### src/rtl/outbank_pkg.sv
package outbank_pkg;
  localparam int CTL_INIT = 0;
  localparam int CTL_PROT = 2;
  localparam int CTL_EN   = 7;
  typedef logic [7:0] byte_t;
endpackage

### src/rtl/outbank_regs.sv
module outbank_regs
  import outbank_pkg::*;
#(
  parameter int N_OUT  = 8,
  parameter int TIME_W = 16,
  parameter int ADDR_W = 5
) (
  input  logic                          clk,
  input  logic                          rst,
  input  logic                          wr_en,
  input  logic [ADDR_W-1:0]             wr_addr,
  input  byte_t                         wr_data,
  input  logic [ADDR_W-1:0]             rd_addr,
  output byte_t                         rd_data,
  output byte_t [N_OUT-1:0]             ctrl_o,
  output logic  [N_OUT-1:0][TIME_W-1:0] ptime_o
);
  localparam int HI_W = TIME_W - 8;

  byte_t [N_OUT-1:0]             ctrl_q;
  logic  [N_OUT-1:0][TIME_W-1:0] ptime_q;
  logic  [N_OUT-1:0][HI_W-1:0]   stage_q;
  byte_t                         rd_q;

  for (genvar i = 0; i < N_OUT; i++) begin : g_reg
    localparam logic [ADDR_W-1:0] A_CTL = ADDR_W'(i);
    localparam logic [ADDR_W-1:0] A_HI  = ADDR_W'(N_OUT + 2*i);
    localparam logic [ADDR_W-1:0] A_LO  = ADDR_W'(N_OUT + 2*i + 1);

    always_ff @(posedge clk) begin
      if (rst) begin
        ctrl_q[i]  <= '0;
        ptime_q[i] <= '0;
        stage_q[i] <= '0;
      end else if (wr_en) begin
        if (wr_addr == A_CTL) ctrl_q[i]  <= wr_data;
        if (wr_addr == A_HI)  stage_q[i] <= wr_data[HI_W-1:0];
        if (wr_addr == A_LO)  ptime_q[i] <= {stage_q[i], wr_data};
      end
    end
  end

  always_comb begin
    byte_t v;
    v = '0;
    for (int i = 0; i < N_OUT; i++) begin
      if (rd_addr == ADDR_W'(i))             v = ctrl_q[i];
      if (rd_addr == ADDR_W'(N_OUT + 2*i))   v = 8'(ptime_q[i][TIME_W-1:8]);
      if (rd_addr == ADDR_W'(N_OUT + 2*i+1)) v = ptime_q[i][7:0];
    end
    rd_next = v;
  end

  byte_t rd_next;

  always_ff @(posedge clk) begin
    if (rst) rd_q <= '0;
    else     rd_q <= rd_next;
  end

  assign rd_data = rd_q;
  assign ctrl_o  = ctrl_q;
  assign ptime_o = ptime_q;

  // active time changes only on an LSB write
  for (genvar i = 0; i < N_OUT; i++) begin : g_chk
    assert_time_commit_R3: assert property (@(posedge clk) disable iff (rst)
      (ptime_q[i] != $past(ptime_q[i])) |->
        ($past(wr_en) && $past(wr_addr) == ADDR_W'(N_OUT + 2*i + 1)));
  end
endmodule

### src/rtl/outbank_chan.sv
module outbank_chan
  import outbank_pkg::*;
#(
  parameter int TIME_W = 16
) (
  input  logic              clk,
  input  logic              rst,
  input  byte_t             ctrl_i,
  input  logic [TIME_W-1:0] ptime_i,
  input  logic              set_i,
  input  logic              clr_i,
  input  logic              tick_i,
  output logic              out_o,
  output logic              on_o,
  output logic              off_o,
  output logic              alarm_o
);
  logic              out_q, out_n;
  logic [TIME_W-1:0] cnt_q, cnt_n;
  logic              alm_n;
  logic              on_q, off_q, alm_q;
  logic              en, armed;

  assign en    = ctrl_i[CTL_EN];
  assign armed = ctrl_i[CTL_PROT] && (ptime_i != '0);

  always_comb begin
    out_n = out_q;
    cnt_n = cnt_q;
    alm_n = 1'b0;
    if (!en) begin
      out_n = ctrl_i[CTL_INIT];
      cnt_n = '0;
    end else if (clr_i) begin
      out_n = 1'b0;
      cnt_n = ptime_i;
    end else if (set_i) begin
      out_n = 1'b1;
      cnt_n = ptime_i;
    end else if (tick_i && out_q && armed && cnt_q != '0) begin
      if (cnt_q == TIME_W'(1)) begin
        out_n = 1'b0;
        cnt_n = '0;
        alm_n = 1'b1;
      end else begin
        cnt_n = cnt_q - TIME_W'(1);
      end
    end
  end

  always_ff @(posedge clk) begin
    if (rst) begin
      out_q <= 1'b0;
      cnt_q <= '0;
      on_q  <= 1'b0;
      off_q <= 1'b0;
      alm_q <= 1'b0;
    end else begin
      out_q <= out_n;
      cnt_q <= cnt_n;
      on_q  <= out_n & ~out_q;
      off_q <= ~out_n & out_q;
      alm_q <= alm_n;
    end
  end

  assign out_o   = out_q;
  assign on_o    = on_q;
  assign off_o   = off_q;
  assign alarm_o = alm_q;

  assert_disabled_hold_R4: assert property (@(posedge clk) disable iff (rst)
    !$past(ctrl_i[CTL_EN]) |-> (out_o == $past(ctrl_i[CTL_INIT])));

  assert_alarm_drop_R6: assert property (@(posedge clk) disable iff (rst)
    alarm_o |-> (!out_o && $past(out_o) && off_o));

  assert_count_on_tick_R7: assert property (@(posedge clk) disable iff (rst)
    ($past(cnt_q) != '0 && cnt_q == $past(cnt_q) - TIME_W'(1) && !$past(set_i || clr_i))
      |-> $past(tick_i));

  assert_on_edge_R9: assert property (@(posedge clk) disable iff (rst)
    on_o |-> (out_o && !$past(out_o)));

  assert_off_edge_R9: assert property (@(posedge clk) disable iff (rst)
    off_o |-> (!out_o && $past(out_o)));
endmodule

### src/rtl/outbank_guard.sv
module outbank_guard
  import outbank_pkg::*;
#(
  parameter int N_OUT  = 8,
  parameter int TIME_W = 16,
  parameter int ADDR_W = $clog2(3 * N_OUT)
) (
  input  logic              clk,
  input  logic              rst,
  input  logic              wr_en,
  input  logic [ADDR_W-1:0] wr_addr,
  input  logic [7:0]        wr_data,
  input  logic [ADDR_W-1:0] rd_addr,
  output logic [7:0]        rd_data,
  input  logic [N_OUT-1:0]  set_mask,
  input  logic [N_OUT-1:0]  clr_mask,
  input  logic              tick_1s,
  output logic [N_OUT-1:0]  out_pins,
  output logic [N_OUT-1:0]  on_evt,
  output logic [N_OUT-1:0]  off_evt,
  output logic [N_OUT-1:0]  alarm_evt
);
  byte_t [N_OUT-1:0]             ctrl;
  logic  [N_OUT-1:0][TIME_W-1:0] ptime;

  outbank_regs #(.N_OUT(N_OUT), .TIME_W(TIME_W), .ADDR_W(ADDR_W)) u_regs (
    .clk(clk), .rst(rst), .wr_en(wr_en), .wr_addr(wr_addr), .wr_data(wr_data),
    .rd_addr(rd_addr), .rd_data(rd_data), .ctrl_o(ctrl), .ptime_o(ptime)
  );

  for (genvar i = 0; i < N_OUT; i++) begin : g_ch
    outbank_chan #(.TIME_W(TIME_W)) u_ch (
      .clk(clk), .rst(rst), .ctrl_i(ctrl[i]), .ptime_i(ptime[i]),
      .set_i(set_mask[i]), .clr_i(clr_mask[i]), .tick_i(tick_1s),
      .out_o(out_pins[i]), .on_o(on_evt[i]), .off_o(off_evt[i]),
      .alarm_o(alarm_evt[i])
    );
  end

  assert_strobe_excl_R9: assert property (@(posedge clk) disable iff (rst)
    (on_evt & off_evt) == '0);
endmodule

### config.mk
export PLATFORM = sky130hd
export DESIGN_NAME = outbank_guard
export DESIGN_NICKNAME = d
export VERILOG_FILES = /design/src/rtl/outbank_pkg.sv /design/src/rtl/outbank_regs.sv /design/src/rtl/outbank_chan.sv /design/src/rtl/outbank_guard.sv
export SDC_FILE = /design/constraint.sdc
export NUM_CORES = 1
export LEC_CHECK = 0
export ABC_CLOCK_PERIOD_IN_PS = 6590
export BUFFER_PORTS_ARGS = -buffer_cell sky130_fd_sc_hd__buf_2
export CORE_MARGIN = 2
export CORE_UTILIZATION = 50
export CTS_CLUSTER_DIAMETER = 80
export CTS_CLUSTER_SIZE = 25
export DETAILED_ROUTE_END_ITERATION = 8
export PLACE_DENSITY = 0.67
export SKIP_LAST_GASP = 1
export SYNTH_ARGS = -nofsm -noshare
export SYNTH_HDL_FRONTEND = slang
export SYNTH_SLANG_ARGS = --single-unit
export TNS_END_PERCENT = 1
### constraint.sdc
create_clock -name clk -period 6.59 [get_ports clk]
set_input_delay 0.9885 -clock clk [delete_from_list [all_inputs] [get_ports clk]]
set_output_delay 0.9885 -clock clk [all_outputs]
set_load 0.005 [all_outputs]
* Word-level counts from Yosys, hierarchy flattened
Index checks and enable logic that the tools add are counted.
Word-level totals: flip-flop bits (word level) 424
Cells by class: $add $sub $neg 8, equal/unequal tests 54, multiplexer cells 104, bitwise logic cells 48, reductions and logical operators 98
Operators with widths (count):
- two-way mux 16 bit | 32
- nonzero test 16 bit | 16
- two-way mux 8 bit | 24
- equality test 16 x 1 -> 1 bit, second input constant | 8
- subtractor 16 x 1 -> 16 bit, second input constant | 8
- equality test 5 x 4 -> 1 bit, second input constant | 16
- equality test 5 bit, second input constant | 16
- two-way mux 1 bit | 48
- AND reduction 2 bit | 24
- equality test 5 x 3 -> 1 bit, second input constant | 8
- OR reduction 5 bit | 8
- logical AND 1 bit | 32
- NOT 1 bit | 32
- nonzero test 3 bit | 8
- equality test 5 x 2 -> 1 bit, second input constant | 4
- AND 1 bit | 16
- OR reduction 2 bit | 8
- equality test 5 x 1 -> 1 bit, second input constant | 2
- zero test 5 bit | 2

* Depth between registers and ports, before layout
depth in word-level cells 25, gate-level depth with buffers 10, gate-level depth less buffers 8

* By module
From an unflattened synthesis, not the netlist that was laid out.
Unflattened totals: cell total of the unflattened synthesis 2860, area total of the unflattened synthesis 22379.0 µm²
By module, submodules not included:
- outbank_regs | times used 1, cells an instance 1528, area an instance 11944.0 µm², seq. area each 5285.1 µm²
- outbank_chan (g_ch[4].u_ch ...) | times used 4, cells an instance 164, area an instance 1318.8 µm², seq. area each 400.4 µm²
- outbank_chan (g_ch[0].u_ch ...) | times used 4, cells an instance 169, area an instance 1290.0 µm², seq. area each 400.4 µm²

* Least setup slack after synthesis
OpenSTA, ideal clock, no wires.
path kind input-to-reg, start in rd_addr[4], end reg u_regs.rd_q[1], in the netlist u_regs.rd_data[1], arrival time 2.641 ns, required time 6.473 ns, slack 3.832 ns, stages on the path 7, buffers on the path 2, path through clkbuf_1 clkbuf_1 nor3b_1 nand2_1 o22ai_1 nor3_1 a32o_1
On the way: longest elaborated chain between the ends 25
RTL lines:
- from (decl) | RTL line outbank_guard.sv:13 | input logic [ADDR_W-1:0] rd_addr,
- zero test 5 bit | RTL line outbank_regs.sv:47 | if (rd_addr == ADDR_W'(i)) v = ctrl_q[i];
- two-way mux 8 bit | RTL line outbank_regs.sv:47
- two-way mux 8 bit | RTL line outbank_regs.sv:48 | if (rd_addr == ADDR_W'(N_OUT + 2*i)) v = 8'(ptime_q[i][TIME_W-1:8]);
- two-way mux 8 bit | RTL line outbank_regs.sv:49 | if (rd_addr == ADDR_W'(N_OUT + 2*i+1)) v = ptime_q[i][7:0];
- two-way mux 8 bit | RTL line outbank_regs.sv:47
- two-way mux 8 bit | RTL line outbank_regs.sv:48
- two-way mux 8 bit | RTL line outbank_regs.sv:49
- two-way mux 8 bit | RTL line outbank_regs.sv:47
- [... 9 more ...]
- two-way mux 8 bit | RTL line outbank_regs.sv:48
- two-way mux 8 bit | RTL line outbank_regs.sv:49
- two-way mux 8 bit | RTL line outbank_regs.sv:47
- two-way mux 8 bit | RTL line outbank_regs.sv:48
- two-way mux 8 bit | RTL line outbank_regs.sv:49
- two-way mux 8 bit | RTL line outbank_regs.sv:47
- two-way mux 8 bit | RTL line outbank_regs.sv:48
- two-way mux 8 bit * | RTL line outbank_regs.sv:49
- to (signal assigned) | RTL line outbank_regs.sv:58 | else rd_q <= rd_next;
- to (decl) | RTL line outbank_regs.sv:23 | byte_t rd_q;
Every way passes the cells marked *; elsewhere a longest branch is shown, timed or not. A chain may end at the register's enable or synchronous reset.

* Worst setup path in the final report
start in rd_addr[0], end reg u_regs.rd_q[7], in the netlist u_regs.rd_data[7]
The elaborated chain is that of the path after synthesis.

==> metrics.csv <==
stage,metric,value,unit
place,placed cells,3265,
floorplanning,die extent in y,210.5,µm
power_and_ir_drop,PD cells,216.7,mW/mm²
timing,period utilization,46.89,%
logic_synthesis,number of synthesized flops with an enable pin,0,
final_layout,final net count,2810,
worst_hold_path,WHS Endpoint,u_regs.ptime_o[72],
timing,Fin Setup TNS,0,ns
logic_synthesis,Synth Warn #,0,
final_layout,Layout area overhead,6.513,%
power_and_ir_drop,VDD IR max,0.0001817,V
worst_hold_path,HP Start,u_regs.stage_q[32],
setup_path,Worst setup EP type,flip-flop,
global_routing,initial antenna violation count,6,
timing,final clock skew,0.02036,ns
logic_synthesis,"Cell Area, Synth",0.02132,mm²
logic_synthesis,Synth area leader,dfxtp_1,
setup_path,critical path peak fanout,40,
worst_hold_path,Hold WC Path Type,flip-flop to flip-flop,
drt,Initial DRC Count,2339,
power_and_ir_drop,Static Leak,8.062,nW
floorplanning,Chip Width,210.5,µm
drt,total wire length,75050,µm
timing,worst slew pin tran,1.241,ns
clocking,Num CTS Buffers,28,
worst_hold_path,hold path depth,2,
clocking,clk buf depth,3,
logic_synthesis,synth unique cells,84,
logic_synthesis,"Seq/Total Area, Yosys",39.81,%
logic_synthesis,Avg Inst Size Synth,7.543,µm²
clocking,CTS tree,done,
place,GPL Wtd Cong,1.067,
clocking,H-tree levels,1,
clocking,clock sinks,424,
timing,Final setup viols,0,
floorplanning,# IOs,78,
global_routing,largest net degree at the start of global routing,85,
setup_path,Setup crit start kind,input pin,
logic_synthesis,Yosys reg bits,424,
place,DP Wirelength,53190,µm
logic_synthesis,Post-synth ARST share,0,%
setup_path,Reg2Reg Launch Point,g_ch[0].u_ch.cnt_q[0],
clocking,CTS Hold Bufs,0,
clocking,post-CTS resize count,0,
drt,routed vias/inst,6.374,
drt,residual DRC count,0,
clocking,Root Buffer Master,clkbuf_16,
floorplanning,DIE AREA,0.04432,mm²
setup_path,Reg2Reg Capture Point,g_ch[0].u_ch.cnt_q[4],
final_layout,most frequent cells in the layout,"nand2_1 (534), dfxtp_1 (424), a21oi_1 (334)",
setup_path,Worst EP arrival,3.59,ns
logic_synthesis,main flop type after synthesis,dfxtp_1,
setup_path,worst reg-to-reg path cell count,8,
timing,relative slew slack,16.95,%
clocking,"Reg clk slew, reported paths",0.10,ns
drt,DRT antenna net count,0,
global_routing,all-layer global routing usage,33.00,%
drt,routed len/inst,22.62,µm
final_layout,Fill cells,4012,
setup_path,Worst EP required,7.09,ns
final_layout,layout cells sized above 1,6.952,%
place,I/O Buffers,77,
final_layout,"most common cell after layout, fill and taps aside",nand2_1,
setup_path,Crit Path Class,input pin to flip-flop,
logic_synthesis,"top cells by area, synth","dfxtp_1 (40%), nand2_1 (9.4%), a21oi_1 (7.8%), nor2_1 (4.0%), nand3_1 (3.9%)",
drt,Vias,21150,
timing,final hold violation count,0,
timing,RSZ-0062 raised after global routing,no,
global_routing,vias in the first global route,19090,
final_layout,"non-filler cells, final",3318,
logic_synthesis,syn nets,2881,
global_routing,first-pass GRT wire length,114100,µm
clocking,"Clk Latency, worst-skew pair",0.60,ns
logic_synthesis,Mapped Cells,2827,
floorplanning,Rows,75,
drt,drt first pass iters,6,
timing,Fmax,0.3236,GHz
status,outcome,"finished, final reports clean",
clocking,post-CTS setup repair buffer count,0,
global_routing,Congestion Overflow GR,0,
timing,minimum clock period,3.090,ns
floorplanning,Core ar.,0.04204,mm²
run,max-cap violation count,0,
timing,"Slew Viols, Final",0,
floorplanning,Initial Util,50.72,%
logic_synthesis,Synth top area share,39.81,%
setup_path,r2r setup slk,3.53,ns
-- layout make-up --
class / count / area (µm²) / share of cell area [%]
antenna: 3 / 7.507 / 0.03305
inverter: 43 / 161.4 / 0.7106
clock inverter: 19 / 266.5 / 1.173
timing repair buffer: 102 / 583.1 / 2.567
clock buffer: 31 / 743.2 / 3.272
multi-input combinational: 2157 / 11790 / 51.90
sequential: 424 / 8488 / 37.37
tap: 539 / 674.4 / 2.969
-- synth_stat cells, drive strengths merged, types with 11 or more instances --
| cell type | n |
|---|---|
| nand2 | 534 |
| nand3 | 165 |
| a21oi | 334 |
| ha | 16 |
| nor4 | 62 |
| o21ai | 138 |
| and2 | 17 |
| xor2 | 15 |
| inv | 43 |
| o22ai | 17 |
| or2 | 15 |
| and3 | 18 |
| nor2b | 25 |
| nand4 | 42 |
| a31oi | 45 |
| or4 | 14 |
| nand2b | 20 |
| dfxtp | 424 |
| mux2i | 77 |
| o211ai | 25 |
| xnor2 | 27 |
| nand3b | 16 |
| a32oi | 11 |
| nor3 | 87 |
| buf | 48 |
| nor2 | 230 |
| a211oi | 15 |
| clkbuf | 155 |
| or3 | 18 |
-- power breakdown --
group / leakage (nW) / internal (W) / total [W] / switching (W)
sequential: 3.42 / 0.00257 / 0.00259 / 0.0000150
combinational: 4.16 / 0.0000865 / 0.000338 / 0.000252
clock: 0.490 / 0.000923 / 0.00200 / 0.00107
total: 8.06 / 0.00358 / 0.00492 / 0.00134
-- per-layer routing --
| layer | global-route usage (%) | part of all wire (%) | vias to the layer above |
|---|---|---|---|
| li1 | - | - | 9963 |
| met1 | 46.17 | 43 | 10120 |
| met2 | 51.93 | 45 | 919 |
| met3 | 4.797 | 8.2 | 141 |
| met4 | 11.80 | 3.7 | 4 |
| met5 | 0 | 0.041 | - |
-- registers in the layout (all words and copies together) (netlist names) --
signal and count:
g_ch.u_ch.cnt_q 128, u_regs.ptime_o 128, u_regs.ctrl_o 64, u_regs.stage_q 64, g_ch.u_ch.alarm_o 8, g_ch.u_ch.off_o 8, g_ch.u_ch.on_o 8, g_ch.u_ch.out_o 8
u_regs.rd_data 8
-- per-stage QoR --
stage               total power [W]  utilization, %  setup slack, ns  hold WS [ns]  instance area (µm²)
global placement           0.002974           51.61            3.048        0.4356                21700
CTS                        0.004936           54.01            3.566        0.4472                22710
global route               0.005056           54.01            3.306        0.4666                22710
finish                     0.004923           54.03            3.500        0.4413                22710
floorplan                  0.002848               -            3.832        0.4312                21320
detailed placement         0.002974           51.61            2.989        0.4425                21700
-- cells by family (layout without fill, tap and decap cells) --
kind of cell,after synthesis,in the layout,share of synthesized area [%]
and+or+nand+nor,1305,1305,28.60
adders and majority gates,16,16,0.9388
other,0,3,0
DFF,424,424,39.81
AOI/OAI and AO/OA,708,708,19.81
muxes,86,86,4.142
xor gates and xnor gates,42,42,1.725
buffers and inverters,246,195,4.970
-- worst max-delay path by stage --
stage	startpoint	endpoint	slack, ns	cells past startpoint
global placement	rd_addr[0]	u_regs.rd_data[7]	3.05	7
CTS	g_ch[0].u_ch.cnt_q[0]	g_ch[0].u_ch.cnt_q[4]	3.57	8
global route	g_ch[0].u_ch.cnt_q[0]	g_ch[0].u_ch.cnt_q[4]	3.31	8
finish	rd_addr[0]	u_regs.rd_data[7]	3.50	7
floorplan	rd_addr[4]	u_regs.rd_data[1]	3.83	7
detailed placement	rd_addr[0]	u_regs.rd_data[7]	2.99	8
-- worst max-delay path, stage by stage --
cell and delay [ns]:
buf_2 0.60, buf_4 0.57, nand2_1 0.41, nor3_1 0.40
a221oi_1 0.16, o21a_1 0.15, a221oi_1 0.26
Power figures use the tool's default switching activity.
